==> src/rtl/intgrp_pkg.sv <==
package intgrp_pkg;

  typedef enum logic [2:0] {
    SEL_STATUS = 3'd0,
    SEL_EN_SET = 3'd1,
    SEL_RESULT = 3'd2,
    SEL_EN_CLR = 3'd3,
    SEL_NONE   = 3'd4
  } regSel_e;

  typedef struct packed {
    logic    clrStatus;
    logic    setEnable;
    logic    clrEnable;
    regSel_e rdSel;
  } strobe_t;

endpackage

==> src/rtl/intgrp_ctrl.sv <==
module intgrp_ctrl
  import intgrp_pkg::*;
#(
  parameter int ADDR_W = 5
) (
  input  logic              wrEn,
  input  logic [ADDR_W-1:0] addr,
  output strobe_t           strobes
);
  localparam int IDX_W = ADDR_W - 2;

  logic [IDX_W-1:0] wordIdx;
  assign wordIdx = addr[ADDR_W-1:2];

  always_comb begin
    strobes = '{clrStatus: 1'b0, setEnable: 1'b0, clrEnable: 1'b0, rdSel: SEL_NONE};
    case (wordIdx)
      IDX_W'(0): strobes.rdSel = SEL_STATUS;
      IDX_W'(1): strobes.rdSel = SEL_EN_SET;
      IDX_W'(2): strobes.rdSel = SEL_RESULT;
      IDX_W'(3): strobes.rdSel = SEL_EN_CLR;
      default:   strobes.rdSel = SEL_NONE;
    endcase
    strobes.clrStatus = wrEn && (wordIdx == IDX_W'(0));
    strobes.setEnable = wrEn && (wordIdx == IDX_W'(1));
    strobes.clrEnable = wrEn && (wordIdx == IDX_W'(3));
  end

  // an idle bus raises no write strobe.
  always_comb begin
    a_r10_no_strobe_idle: assert (wrEn || !(strobes.clrStatus || strobes.setEnable || strobes.clrEnable));
  end

endmodule

==> src/rtl/intgrp_dp.sv <==
module intgrp_dp
  import intgrp_pkg::*;
#(
  parameter int NUM_SRC = 32
) (
  input  logic               clk,
  input  logic               rstN,
  input  logic [NUM_SRC-1:0] srcIn,
  input  strobe_t            strobes,
  input  logic [NUM_SRC-1:0] wrData,
  output logic [NUM_SRC-1:0] rdData,
  output logic               irqOut
);
  logic [NUM_SRC-1:0] srcPrevQ, srcEvent, statusQ, enableQ, resultBits;
  logic [NUM_SRC-1:0] stClrMask, enSetMask, enClrMask;
  logic               irqQ;

  assign srcEvent   = srcIn & ~srcPrevQ;
  assign stClrMask  = strobes.clrStatus ? wrData : '0;
  assign enSetMask  = strobes.setEnable ? wrData : '0;
  assign enClrMask  = strobes.clrEnable ? wrData : '0;
  assign resultBits = statusQ & enableQ;

  always_ff @(posedge clk or negedge rstN) begin
    if (!rstN) srcPrevQ <= '0;
    else       srcPrevQ <= srcIn;
  end

  for (genvar i = 0; i < NUM_SRC; i++) begin : g_status
    always_ff @(posedge clk or negedge rstN) begin
      if (!rstN)             statusQ[i] <= 1'b0;
      else if (srcEvent[i])  statusQ[i] <= 1'b1;
      else if (stClrMask[i]) statusQ[i] <= 1'b0;
    end
  end

  always_ff @(posedge clk or negedge rstN) begin
    if (!rstN) enableQ <= '0;
    else       enableQ <= (enableQ | enSetMask) & ~enClrMask;
  end

  always_ff @(posedge clk or negedge rstN) begin
    if (!rstN) irqQ <= 1'b0;
    else       irqQ <= |resultBits;
  end
  assign irqOut = irqQ;

  always_comb begin
    case (strobes.rdSel)
      SEL_STATUS: rdData = statusQ;
      SEL_EN_SET: rdData = enableQ;
      SEL_RESULT: rdData = resultBits;
      SEL_EN_CLR: rdData = enableQ;
      default:    rdData = '0;
    endcase
  end

  // every detected edge is present in status after the edge.
  a_r2_edge_latched: assert property (@(posedge clk) disable iff (!rstN)
    ($past(srcEvent) & ~statusQ) == '0);

  // a status bit only falls when a clear was written for it.
  a_r3_clear_needs_write: assert property (@(posedge clk) disable iff (!rstN)
    ($past(statusQ) & ~statusQ & ~$past(stClrMask)) == '0);

  // enable moves only under a set or clear alias strobe.
  a_r5_enable_stable: assert property (@(posedge clk) disable iff (!rstN)
    (!strobes.setEnable && !strobes.clrEnable) |=> $stable(enableQ));

  // interrupt follows the masked status one cycle later.
  a_r9_irq_follows: assert property (@(posedge clk) disable iff (!rstN)
    1'b1 |=> (irqOut == $past(|(statusQ & enableQ))));

endmodule

==> src/rtl/irq_group_agg.sv <==
module irq_group_agg
  import intgrp_pkg::*;
#(
  parameter int NUM_SRC = 32,
  parameter int ADDR_W  = 5
) (
  input  logic               clk,
  input  logic               rstN,
  input  logic [NUM_SRC-1:0] srcIn,
  input  logic               wrEn,
  input  logic [ADDR_W-1:0]  addr,
  input  logic [NUM_SRC-1:0] wrData,
  output logic [NUM_SRC-1:0] rdData,
  output logic               irqOut
);
  strobe_t strobes;

  intgrp_ctrl #(.ADDR_W(ADDR_W)) u_ctrl (
    .wrEn    (wrEn),
    .addr    (addr),
    .strobes (strobes)
  );

  intgrp_dp #(.NUM_SRC(NUM_SRC)) u_dp (
    .clk     (clk),
    .rstN    (rstN),
    .srcIn   (srcIn),
    .strobes (strobes),
    .wrData  (wrData),
    .rdData  (rdData),
    .irqOut  (irqOut)
  );

endmodule

==> config.mk <==
export PLATFORM = sky130hd
export DESIGN_NAME = irq_group_agg
export DESIGN_NICKNAME = d
export VERILOG_FILES = /design/src/rtl/intgrp_pkg.sv /design/src/rtl/intgrp_ctrl.sv /design/src/rtl/intgrp_dp.sv /design/src/rtl/irq_group_agg.sv
export SDC_FILE = /design/constraint.sdc
export NUM_CORES = 1
export LEC_CHECK = 0
export BUFFER_PORTS_ARGS = -buffer_cell sky130_fd_sc_hd__buf_2
export CAP_MARGIN = 25
export CORE_MARGIN = 5
export CORE_UTILIZATION = 56
export DETAILED_ROUTE_END_ITERATION = 10
export GPL_ROUTABILITY_DRIVEN = 0
export MAX_ROUTING_LAYER = met4
export PLACE_DENSITY = 0.84
export SLEW_MARGIN = 40
export SYNTH_ARGS = -nofsm -noshare
export SYNTH_HDL_FRONTEND = slang
export SYNTH_HIERARCHICAL = 1
export SYNTH_SLANG_ARGS = --single-unit
==> constraint.sdc <==
create_clock -name clk -period 3.05 [get_ports clk]
set_clock_uncertainty 0.05 [all_clocks]
set_input_delay 0.4575 -clock clk [delete_from_list [all_inputs] [get_ports clk]]
set_output_delay 0.4575 -clock clk [all_outputs]
set_load 0.1 [all_outputs]
### Word level (Yosys, flattened, before mapping)

Index checks and enable logic that the tools add are counted.

| word-level totals | value |
|---|---|
| register bits | 97 |
| bits in latches | 0 |
| bits in writable memories | 0 |
| bits in read-only memories | 0 |
| input bits | 72 |
| output and inout port bits | 33 |
| word-level logic and storage cells | 155 |
| memories | 0 |

| operators by class | value |
|---|---|
| add/sub/neg operators | 0 |
| multipliers | 0 |
| divide/modulo/power cells | 0 |
| magnitude comparators | 0 |
| eq/ne operators | 6 |
| shifts and indexed selects | 0 |
| mux-type cells | 69 |
| bitwise logic cells | 6 |
| reduce and logical (&&, ||, !) cells | 39 |

Operators by type and width:

| kind | count |
|---|---|
| 32-bit AND | 3 |
| 32-bit two-way mux | 3 |
| 32-bit case mux with 3 select lines | 1 |
| 1-bit two-way mux | 64 |
| 32-bit NOT | 2 |
| 2-bit nonzero test | 32 |
| 32-bit OR | 1 |
| 32-bit OR reduction | 1 |
| 3-bit by 2-bit equality test with 1-bit output (second input constant) | 4 |
| 3-bit case mux with 4 select lines | 1 |
| 3-bit by 1-bit equality test with 1-bit output (second input constant) | 2 |
| 3-bit zero test | 2 |
| 1-bit logical AND | 3 |
| 2-bit OR reduction | 1 |

### Logic depth before layout (Yosys ltp)

| depth | value |
|---|---|
| word-level depth | 5 |
| depth in mapped cells | 6 |
| mapped depth without buffers | 4 |

### By module

Netlist, hierarchy kept.

By module, submodules not included:

| module | instances | cells each | area an instance (um^2) | sequential area each (um^2) |
|---|---|---|---|---|
| intgrp_dp | 1 | 426 | 3908.7 | 2427.3 |
| intgrp_ctrl | 1 | 6 | 60.1 | 0.0 |

### Worst setup path after synthesis

OpenSTA, ideal clock, no wires.

| timing path | value |
|---|---|
| path kind | input -> output |
| from | input port addr[4] |
| to | output port rdData[0] |
| arrival time | 3247 ps |
| required time | 2542 ps |
| slack | -704 ps |
| stages on the path | 6 |
| path buffers | 2 |
| path through | and2b_2 -> buf_2 -> nor2_2 -> buf_2 -> nor2_1 -> nor3_1 |

| on the way | value |
|---|---|
| word-level cells in the longest chain between the ends | 5 |
| elaborated cells on any way between the ends | 11 |
| those cells by class | eq/ne (6); mux (2); reduce/logical (3) |

RTL lines:

| what | line | RTL |
|---|---|---|
| start, declared | irq_group_agg.sv:11 | `input logic [ADDR_W-1:0] addr,` |
| 3-bit by 2-bit equality test with 1-bit output (tied with other cells) | intgrp_ctrl.sv:17 | `case (wordIdx)` |
| 3-bit case mux with 4 select lines (*) | intgrp_ctrl.sv:17 |  |
| 3-bit by 1-bit equality test with 1-bit output or 3-bit by 2-bit equality test with 1-bit output (tied branches) | intgrp_dp.sv:49 | `case (strobes.rdSel)` |
| 2-bit OR reduction (no source line) | - |  |
| 32-bit case mux with 3 select lines (*) | intgrp_dp.sv:49 |  |
| end, declared | irq_group_agg.sv:13 | `output logic [NUM_SRC-1:0] rdData,` |

Every way passes the cells marked *; elsewhere a longest branch is shown, timed or not.

==> metrics.cfg <==
[outcome]
status=finished, final reports clean

[clocking]
cts_tree=built
cts_resized=0
cts_hold_buf=0
cts_num_sinks=97
cts_max_level=3
cts.clk_slew.worst_paths_ns=0.09
cts-root-buf=clkbuf_8
clockBufferDepth=2
numCtsBuffers=9
clk_latency_ns=0.36
post-cts-setup-buffers=0

[place]
io_buffers=102
dpl.hpwl_um=7510
placed_cells=617

[final_layout]
final-seq-area_um2=2430
drive_gt1_share_pct=30.5
area_growth_pct=37.5
fin_cells=633
multi_input_area_um2=1510
diodes=0
fillCellCount=450
fin_nets=604

[critical_path]
crit_path_end=rdData[3]
reg2reg_depth=3
rr_startpoint=u_dp/statusQ[19]$_DFFE_PN0P_
critPathRequiredTime_ns=2.54
worstSetupStartpointType=input port
cp-end-kind=output port
startpoint=addr[2]
path_max_fanout=20
reg2reg_to=u_dp/irqOut$_DFF_PN0_
worst_ep_arrival_time_ns=1.92
r2r_slack_ns=1.49
critical_path_class=in -> out

[sta]
fmax_mhz=412
slew_viol_final=0
period_share_pct=79.6
tns_ns=0
rsz0062_at_grt=false
slew_headroom_pct=47.5
period_needed_ns=2.43
setup_viol=0
final_hold_viol_count=0
worst_slew_pin_slew_ns=0.787

[floorplanning]
ios=105
rows=30
start_util_pct=58.1
die_x_um=94.2
dieHeight_um=94.2
die_area_um2=8870
core_area_um2=6830

[synthesis]
syn_inst=432
synthFlopType=dfrtp_1
avgSynthCellArea_um2=9.19
ys_seq_area_share_pct=61.2
async_reset_ff_share_pct=100
netlist_area_um2=3970
yosys_warnings=6
syn_nets=504
yosys_register_bits=97
synth_edf_count=0
synth.distinct_cells=18

[job]
cap_violations=0

[power_and_ir_drop]
powerDensity_nw_per_um2=638
worst_ir_drop_vdd_mv=0.378
power.total_mw=3.48
p_leak_nw=2.62

[routing]
vias_per_cell=5.56
vias=3517
drt-total-wl_um=10800
drc_errors=0
drt-initial-drc-count=259
dr.pass1.iters=5
wire_per_inst_um=17.0
postRouteAntennaNets=0

[grt]
grt_pass1_wl_um=17600
grt_pass1_vias=3554
grt_use_total_pct=26.5
antenna_found_initial=0
grt_max_degree=59
gr-total-overflow=0

[min_path]
hp-class=in -> async

==> power by group <==
| part | internal (mW) | leakage [nW] | switching (mW) | total [mW] |
|---|---|---|---|---|
| combinational | 0.359 | 1.44 | 0.664 | 1.02 |
| sequential | 1.43 | 1.06 | 0.111 | 1.54 |
| clock | 0.462 | 0.109 | 0.456 | 0.918 |
==> cells in the mapped netlist, types with 2 or more instances <==
cell type  instances  area (um2)
dfrtp_1           97        2430
nand2_1           64         240
and2b_2            2        17.5
nor3_1            32         160
clkbuf_1          16        60.1
a22oi_1           15         113
nand4_1            4        25.0
inv_1             32         120
o21ai_0           32         160
buf_2              4        20.0
a21oi_1           64         320
nor2_1            64         240
==> worst max-delay path: stages <==
cell     delay [ns]
buf_2          0.13
and2b_2        0.31
nor2_2         0.15
buf_4          0.27
nor2_1         0.10
nor3_2         0.27
buf_12         0.21
==> state kept, by name, summed over array words and instances (netlist names) <==
| register | count |
|---|---|
| u_dp/statusQ | 32 |
| u_dp/srcPrevQ | 32 |
| u_dp/enableQ | 32 |
| u_dp/irqOut | 1 |
==> kinds of logic after synthesis <==
logic type	after synthesis	synth area share [%]
AND/OR/NAND/NOR	171	18.5
AO/OA/AOI/OAI	112	15.3
flip-flops	97	61.2
buffers and inverters	52	5.04
==> routing by layer <==
metal / share of wire, % / vias up / GRT usage, %
met2: 50 / 165 / 41.7
met5: 0 / - / -
met4: 1.8 / 0 / 11.2
li1: - / 1631 / -
met3: 7.0 / 21 / 4.09
met1: 41 / 1700 / 34.6
==> worst min-delay path by stage <==
stage,start,end,slack (ns),cells after the start
final,rstN,u_dp/srcPrevQ[18]$_DFF_PN0_,0.02,1
after global routing,rstN,u_dp/srcPrevQ[30]$_DFF_PN0_,0.05,1
after CTS,rstN,u_dp/srcPrevQ[30]$_DFF_PN0_,0.03,1
after detailed placement,u_dp/srcPrevQ[16]$_DFF_PN0_,u_dp/statusQ[16]$_DFFE_PN0P_,0.36,1
after global placement,u_dp/srcPrevQ[0]$_DFF_PN0_,u_dp/statusQ[0]$_DFFE_PN0P_,0.35,1
after floorplan,rstN,u_dp/enableQ[0]$_DFF_PN0_,0.11,0
==> layout make-up <==
type | instances | area share [%]
Clock buffer | 9 | 2.27
Clock inverter | 7 | 1.74
Inverter | 32 | 2.20
Multi-Input combinational cell | 283 | 27.7
Sequential cell | 97 | 44.5
Tap cell | 96 | 2.20
Timing Repair Buffer | 109 | 19.4
==> per-stage QoR <==
stage	setup slack (ns)	hold WS (ns)	instance area, um2	util (%)
floorplan	0.136	0.112	4130	-
global placement	0.674	0.352	5240	76.6
detailed placement	0.666	0.358	5240	76.6
CTS	0.642	0.0325	5460	79.9
global route	0.549	0.0531	5460	79.9
finish	0.623	0.0230	5460	79.9
==> cells in the final DEF (no fill, tap or decap) <==
| cell | netlist | routed |
|---|---|---|
| a21oi_1 | 64 | 64 |
| a22oi_1 | 15 | 15 |
| a22oi_2 | 1 | 1 |
| and2b_2 | 2 | 2 |
| and4b_2 | 1 | 1 |
| and4bb_2 | 1 | 1 |
| buf_12 | 0 | 33 |
| buf_2 | 4 | 69 |
| buf_4 | 0 | 7 |
| bufinv_16 | 0 | 2 |
| clkbuf_8 | 0 | 9 |
| clkinv_2 | 0 | 2 |
| clkinv_4 | 0 | 2 |
| clkinvlp_4 | 0 | 1 |
| dfrtp_1 | 97 | 97 |
| inv_1 | 32 | 32 |
| nand2_1 | 64 | 64 |
| nand4_1 | 4 | 4 |
| nor2_1 | 64 | 64 |
| nor2_2 | 1 | 1 |
| nor3_2 | 0 | 32 |
| nor4b_4 | 0 | 1 |
| o21ai_0 | 32 | 32 |
| or4_1 | 1 | 1 |
Note: power is estimated with default switching activity, not from simulation.
